[src/rtl/tick_timer_pkg.sv]
package tick_timer_pkg;
   typedef enum logic [1:0] {
      SEL_ENTRY = 2'd0,
      SEL_START = 2'd1,
      SEL_LEFT  = 2'd2,
      SEL_DIV   = 2'd3
   } reg_sel_e;

   localparam int ENT_RO_LO    = 12;
   localparam int ENT_RO_HI    = 14;
   localparam int ENT_SUPPRESS = 16;
   localparam int ENT_REPEAT   = 17;
   localparam int ENT_MIN_W    = 18;
   localparam int SHIFT_W      = 3;
   localparam int N_SHIFTS     = 1 << SHIFT_W;
   localparam int PHASE_W      = N_SHIFTS;
endpackage

[src/rtl/tt_regfile.sv]
module tt_regfile
   import tick_timer_pkg::*;
#(
   parameter int DATA_W = 32,
   parameter int CNT_W  = 32
) (
   input  logic              clk,
   input  logic              rst_n,
   input  logic              wr_en,
   input  logic [1:0]        wr_sel,
   input  logic [DATA_W-1:0] wr_data,
   output logic [DATA_W-1:0] entry_q,
   output logic [CNT_W-1:0]  start_q,
   output logic [3:0]        div_q,
   output logic              load
);
   localparam logic [DATA_W-1:0] RO_MASK =
      (DATA_W'(1) << ENT_RO_LO) | (DATA_W'(1) << ENT_RO_HI);
   localparam logic [DATA_W-1:0] ENTRY_RST = DATA_W'(1) << ENT_SUPPRESS;

   logic wr_entry, wr_start, wr_div;

   assign wr_entry = wr_en && (wr_sel == SEL_ENTRY);
   assign wr_start = wr_en && (wr_sel == SEL_START);
   assign wr_div   = wr_en && (wr_sel == SEL_DIV);
   assign load     = wr_start;

   always_ff @(posedge clk or negedge rst_n) begin
      if (!rst_n) begin
         entry_q <= ENTRY_RST;
         start_q <= '0;
         div_q   <= '0;
      end else begin
         if (wr_entry) entry_q <= (wr_data & ~RO_MASK) | (entry_q & RO_MASK);
         if (wr_start) start_q <= wr_data[CNT_W-1:0];
         if (wr_div)   div_q   <= wr_data[3:0];
      end
   end

   p_ro_keep_r6: assert property (@(posedge clk) disable iff (!rst_n)
      wr_entry |=> ((entry_q & RO_MASK) == ($past(entry_q) & RO_MASK)));
endmodule

[src/rtl/tt_prescaler.sv]
module tt_prescaler
   import tick_timer_pkg::*;
(
   input  logic       clk,
   input  logic       rst_n,
   input  logic [3:0] div_cfg,
   input  logic       load,
   input  logic       running,
   output logic       step
);
   logic [PHASE_W-1:0] lut [N_SHIFTS];
   logic [SHIFT_W-1:0] shift;
   logic [PHASE_W-1:0] divisor;
   logic [PHASE_W-1:0] phase_q;

   for (genvar g = 0; g < N_SHIFTS; g++) begin : g_div_lut
      assign lut[g] = PHASE_W'(1) << ((g + 1) % N_SHIFTS);
   end

   assign shift   = {div_cfg[3], div_cfg[1:0]};
   assign divisor = lut[shift];
   assign step    = running && (phase_q == PHASE_W'(1));

   always_ff @(posedge clk or negedge rst_n) begin
      if (!rst_n)       phase_q <= '0;
      else if (load)    phase_q <= divisor;
      else if (step)    phase_q <= divisor;
      else if (running) phase_q <= phase_q - PHASE_W'(1);
   end

   p_phase_live_r1: assert property (@(posedge clk) disable iff (!rst_n)
      running |-> (phase_q != '0));
endmodule

[src/rtl/tt_counter.sv]
module tt_counter #(
   parameter int CNT_W = 32,
   parameter int VEC_W = 8
) (
   input  logic             clk,
   input  logic             rst_n,
   input  logic             load,
   input  logic [CNT_W-1:0] load_val,
   input  logic             step,
   input  logic             repeat_en,
   input  logic [CNT_W-1:0] reload_val,
   input  logic             suppress,
   input  logic [VEC_W-1:0] vector,
   output logic [CNT_W-1:0] cnt_q,
   output logic             running,
   output logic             irq_q,
   output logic [VEC_W-1:0] vec_q
);
   logic last;

   assign running = (cnt_q != '0);
   assign last    = !load && step && (cnt_q == CNT_W'(1));

   always_ff @(posedge clk or negedge rst_n) begin
      if (!rst_n) begin
         cnt_q <= '0;
         irq_q <= 1'b0;
         vec_q <= '0;
      end else begin
         if (load)      cnt_q <= load_val;
         else if (last) cnt_q <= repeat_en ? reload_val : '0;
         else if (step) cnt_q <= cnt_q - CNT_W'(1);
         irq_q <= last && !suppress;
         if (last) vec_q <= vector;
      end
   end

   p_dec_r3: assert property (@(posedge clk) disable iff (!rst_n)
      (!load && step && (cnt_q > CNT_W'(1))) |=> (cnt_q == $past(cnt_q) - CNT_W'(1)));
   p_hold_r3: assert property (@(posedge clk) disable iff (!rst_n)
      (!load && !step) |=> $stable(cnt_q));
   p_irq_src_r9: assert property (@(posedge clk) disable iff (!rst_n)
      irq_q |-> ($past(cnt_q) == CNT_W'(1)));
   p_quiet_r7: assert property (@(posedge clk) disable iff (!rst_n)
      irq_q |-> !$past(suppress));
   p_stop_r8: assert property (@(posedge clk) disable iff (!rst_n)
      (irq_q && !$past(repeat_en)) |-> (cnt_q == '0));
endmodule

[src/rtl/tick_timer.sv]
module tick_timer
   import tick_timer_pkg::*;
#(
   parameter int DATA_W = 32,
   parameter int CNT_W  = 32,
   parameter int VEC_W  = 8
) (
   input  logic              clk,
   input  logic              rst_n,
   input  logic              wr_en,
   input  logic [1:0]        wr_sel,
   input  logic [DATA_W-1:0] wr_data,
   input  logic [1:0]        rd_sel,
   output logic [DATA_W-1:0] rd_data,
   output logic              irq,
   output logic [VEC_W-1:0]  irq_vector
);
   if (DATA_W < ENT_MIN_W) begin : g_bad_data_w
      $error("DATA_W must hold the event entry bits");
   end
   if (CNT_W < 2 || CNT_W > DATA_W) begin : g_bad_cnt_w
      $error("CNT_W must lie between 2 and DATA_W");
   end
   if (VEC_W < 1 || VEC_W > ENT_RO_LO) begin : g_bad_vec_w
      $error("VEC_W must fit below the read-only entry bits");
   end

   logic [DATA_W-1:0] entry_q;
   logic [CNT_W-1:0]  start_q;
   logic [3:0]        div_q;
   logic              load;
   logic              step;
   logic              running;
   logic [CNT_W-1:0]  cnt_q;

   tt_regfile #(.DATA_W(DATA_W), .CNT_W(CNT_W)) regs_i (
      .clk(clk), .rst_n(rst_n), .wr_en(wr_en), .wr_sel(wr_sel), .wr_data(wr_data),
      .entry_q(entry_q), .start_q(start_q), .div_q(div_q), .load(load)
   );

   tt_prescaler pre_i (
      .clk(clk), .rst_n(rst_n), .div_cfg(div_q), .load(load),
      .running(running), .step(step)
   );

   tt_counter #(.CNT_W(CNT_W), .VEC_W(VEC_W)) cnt_i (
      .clk(clk), .rst_n(rst_n), .load(load), .load_val(wr_data[CNT_W-1:0]),
      .step(step), .repeat_en(entry_q[ENT_REPEAT]), .reload_val(start_q),
      .suppress(entry_q[ENT_SUPPRESS]), .vector(entry_q[VEC_W-1:0]),
      .cnt_q(cnt_q), .running(running), .irq_q(irq), .vec_q(irq_vector)
   );

   always_comb begin
      unique case (rd_sel)
         SEL_ENTRY: rd_data = entry_q;
         SEL_START: rd_data = DATA_W'(start_q);
         SEL_LEFT:  rd_data = DATA_W'(cnt_q);
         default:   rd_data = DATA_W'(div_q);
      endcase
   end
endmodule

[config.mk]
export PLATFORM = sky130hd
export DESIGN_NAME = tick_timer
export DESIGN_NICKNAME = d
export VERILOG_FILES = /design/src/rtl/tick_timer_pkg.sv /design/src/rtl/tt_regfile.sv /design/src/rtl/tt_prescaler.sv /design/src/rtl/tt_counter.sv /design/src/rtl/tick_timer.sv
export SDC_FILE = /design/constraint.sdc
export NUM_CORES = 1
export LEC_CHECK = 0
export BUFFER_PORTS_ARGS = -buffer_cell sky130_fd_sc_hd__buf_2
export CORE_MARGIN = 1.5
export CORE_UTILIZATION = 42
export DETAILED_ROUTE_END_ITERATION = 7
export GPL_ROUTABILITY_DRIVEN = 0
export GPL_TIMING_DRIVEN = 0
export HOLD_SLACK_MARGIN = 0.02
export PLACE_DENSITY = 0.65
export SLEW_MARGIN = 20
export SYNTH_ARGS = -nofsm -noshare
export SYNTH_HDL_FRONTEND = slang
export SYNTH_SLANG_ARGS = --single-unit
export TNS_END_PERCENT = 30
[constraint.sdc]
create_clock -name clk -period 6.6 [get_ports clk]
set_input_delay 0.66 -clock clk [delete_from_list [all_inputs] [get_ports clk]]
set_output_delay 0.66 -clock clk [all_outputs]
set_load 0.1 [all_outputs]
==> results.yml <==
run_status:
  status: "finished, violations left"
  failing_checks: "DRC"
setup_path:
  worst-setup-path-type: "reg2reg"
  crit_path_most_repeated_cell: "sky130_fd_sc_hd__nor3_1"
  path_buf_inv: 2
  required_ns: 6.89
  critical_path.cell_chain: "inv_1 -> ha_1 -> buf_2 -> or4b_2 -> nor3_1 -> nand4_1 -> a21oi_2 -> nor3_1 -> a211oi_1 -> a21oi_1"
  max_stage_delay_ns: 0.70
  crit_path_dat_ns: 4.05
  path_max_fanout: 9
  category_of_the_worst_setup_path_launch_point: "flop"
  crit_slowest_cell: "sky130_fd_sc_hd__or4b_2"
  worst_setup_path_end_kind: "flop"
  r2r_start: "cnt_i.cnt_q[0]"
  internal_reg_to_reg_setup_slack_ns: 2.84
  critical_path.top_delay_family: "simple AND/OR/NAND/NOR gates"
  crit_start: "cnt_i.cnt_q[0]"
synth:
  synth.avg_cell_area_um2: 9.18
  synth_edf_count: 0
  netlist-cell-type-count: 62
  ys_ff_latch: 115
  ys_seq_area_share_pct: 45.5
  synth_fp_nets: 732
  synth-async-reset-ratio_pct: 100
  synth_top_cells_by_count: "sky130_fd_sc_hd__nand2_1, sky130_fd_sc_hd__dfrtp_1, sky130_fd_sc_hd__o21ai_0"
  ys_top_cells_by_area: "sky130_fd_sc_hd__dfrtp_1, sky130_fd_sc_hd__nand2_1, sky130_fd_sc_hd__mux2_2, sky130_fd_sc_hd__o21ai_0, sky130_fd_sc_hd__mux2i_1"
  ys.flop_type: "sky130_fd_sc_hd__dfrtp_1"
  netlist.area_leader.share_pct: 45.1
  cell_taking_the_most_area_after_synthesis: "sky130_fd_sc_hd__dfrtp_1"
  synthesis.yosys.warnings: 0
  synth_cells: 689
  synth_most_common_cell: "sky130_fd_sc_hd__nand2_1"
  syn_area_um2: 6320
sta:
  tcrit_tclk_final_pct: 57.0
  rsz0062_at_grt: "false"
  tightest_slew_ns: 1.08
  setup_tns_ns: 0
  smallest_hold_slack_ns: 0.214
  max_clock_freq_mhz: 266
  timing.slew.headroom_pct: 28.3
  report.final.hold_viol_count: 0
  finalSetupViolCount: 0
  final.min_clock_period_ns: 3.76
  timing.clock.skew_ns: 0.00757
  timing.final.max_slew_violations: 0
global_route:
  gr-usage-all-layers_pct: 26.6
  first_global_vias: 5858
  grt-ovfl-total: 0
  grt_pass1_wl_um: 32400
  grt_max_degree: 60
  grt_antenna_before_repair: 0
clocking:
  cts-hold-fix-buffers: 0
  cts_num_sinks: 115
  tritoncts_buffers: 17
  postCtsSetupBuffers: 0
  clock_path_buffers: 2
  insertion_delay_to_the_later_sink_of_the_worst_skew_pair_ns: 0.41
  cts.reportedPaths.clkPinSlew_ns: 0.05
  cts_tree: "done"
  maximum_level_of_the_cts_h_tree: 4
  cts-root-buf: "sky130_fd_sc_hd__clkbuf_16"
  post_cts.resized_instances: 0
pwr:
  power.clock.fraction_pct: 30.5
  power.switching_mw: 1.05
  switching_share_pct: 39.5
  combPwrFrac_pct: 31.3
  power_report.internal_total_mw: 1.61
  worst_vdd_ir_v: 0.000191
  power_density_nw_per_um2: 354
  power_leakage_nw: 3.42
  seqPwrFrac_pct: 38.2
floorplanning:
  die_width_um: 126
  coreArea_um2: 14600
  ioPinCount: 80
  initial_utilization_pct: 43.2
  num_rows: 44
  fp.dieArea_um2: 15800
  die_height_um: 126
detailed_routing:
  routed_wl_um: 20200
  dr_total_vias: 5939
  drt-wirelength-per-cell_um: 20.6
  final_antenna_net_count: 0
  post_drt_via_cell_ratio: 6.04
  detail_route.drc_violations: 3
  drt_first_pass_iters: 7
  dr.first_iter.drc_count: 631
cells_and_area:
  multi_input_comb_area_um2: 3240
  final_layout_size_suffix_gt1_share_pct: 20.9
  num-fill-cells: 1363
  flow.area_growth_from_synthesis_pct: 18.5
  sequential_cell_area_um2: 2880
  n_antenna_cell: 0
  fin_cells: 983
  final_net_count: 830
flow_run:
  drv.max_cap_violation_count: 0
place:
  numPlacedInstances: 952
  numPortBuffers: 78
  dpl_hpwl_um: 14000
hold_path:
  min-delay-path-class: "in2async"
-- through the flow --
stage	cell area (µm²)	utilization, %	setup slack (ns)	power, mW
floorplan	6320	-	2.42	1.63
finish	7490	51.2	2.84	2.65
detailed placement	6980	47.7	2.96	1.84
CTS	7490	51.2	2.91	2.65
global placement	6940	47.4	3.07	1.81
global route	7490	51.2	2.68	2.78
-- layout make-up --
class,instances,share of cell area (%)
buffer,43,2.32
clock buffer,25,6.48
clock inverter,6,0.401
inverter,7,0.351
multi-input combinational,524,43.3
sequential,115,38.4
tap,184,3.07
timing repair buffer,79,5.66
-- power groups by stage --
stage          combinational (mW)  clock [mW]  sequential (mW)
2_1_floorplan               0.662           0            0.964
3_3_place_gp                0.801           0             1.01
3_5_place_dp                0.824           0             1.01
4_1_cts                     0.827       0.819             1.00
5_1_grt                     0.898       0.854             1.03
6_report                    0.831       0.810             1.01
-- layout by cell type (no fill, tap or decap), types with 16 or more instances in the layout --
cell type and n:
sky130_fd_sc_hd__nand2_1 156, sky130_fd_sc_hd__dfrtp_1 114, sky130_fd_sc_hd__buf_2 80, sky130_fd_sc_hd__o21ai_0 67, sky130_fd_sc_hd__mux2_2 42, sky130_fd_sc_hd__clkbuf_1 41
sky130_fd_sc_hd__a21oi_1 32, sky130_fd_sc_hd__nor2_1 31, sky130_fd_sc_hd__mux2i_1 26, sky130_fd_sc_hd__clkbuf_16 17, sky130_fd_sc_hd__nor3_1 16, sky130_fd_sc_hd__nand3_1 16
-- sequential cells by signal, summed over array words and instances, names as in the netlist --
signal          count
cnt_i.cnt_q        32
regs_i.start_q     32
regs_i.entry_q     30
cnt_i.vec_q         8
pre_i.phase_q       8
regs_i.div_q        4
cnt_i.irq_q         1
-- worst register-to-register path: stages, from the launching register on --
cell                       delay (ns)
sky130_fd_sc_hd__dfrtp_1         0.45
sky130_fd_sc_hd__inv_1           0.09
sky130_fd_sc_hd__ha_1            0.13
sky130_fd_sc_hd__buf_2           0.24
sky130_fd_sc_hd__or4b_2          0.70
sky130_fd_sc_hd__nor3_1          0.62
sky130_fd_sc_hd__nand4_1         0.35
sky130_fd_sc_hd__a21oi_2         0.59
sky130_fd_sc_hd__nor3_1          0.14
sky130_fd_sc_hd__a211oi_1        0.27
sky130_fd_sc_hd__a21oi_1         0.06
-- worst paths after layout --
kind,to,depth (start not counted)
worst max-delay path,pre_i.phase_q[2],10
max in group asynchronous,regs_i.entry_q[16],2
worst min-delay path,pre_i.phase_q[5],1
worst min register to register,cnt_i.vec_q[3],1
worst max register to register,pre_i.phase_q[2],10
min in group clk,regs_i.start_q[10],3
-- metal layers --
| metal | GRT usage, % | routed length [µm] | vias to the layer above |
|---|---|---|---|
| li1 | - | - | 2677 |
| met1 | 34.9 | 8560 | 2889 |
| met2 | 42.8 | 9370 | 308 |
| met3 | 5.86 | 1620 | 65 |
| met4 | 11.0 | 696 | 0 |
| met5 | 0 | 0 | - |
-- cells by family after synthesis --
| group | Yosys count | share of synthesized area [%] |
|---|---|---|
| and+or+nand+nor | 285 | 21.4 |
| AOI/OAI and AO/OA | 154 | 14.9 |
| DFF | 115 | 45.5 |
| muxes | 72 | 13.0 |
| buffers and inverters | 50 | 3.17 |
| xor gates and xnor gates | 9 | 1.25 |
| adders and majority gates | 4 | 0.791 |
No activity file was read; power rests on OpenSTA's default activity.
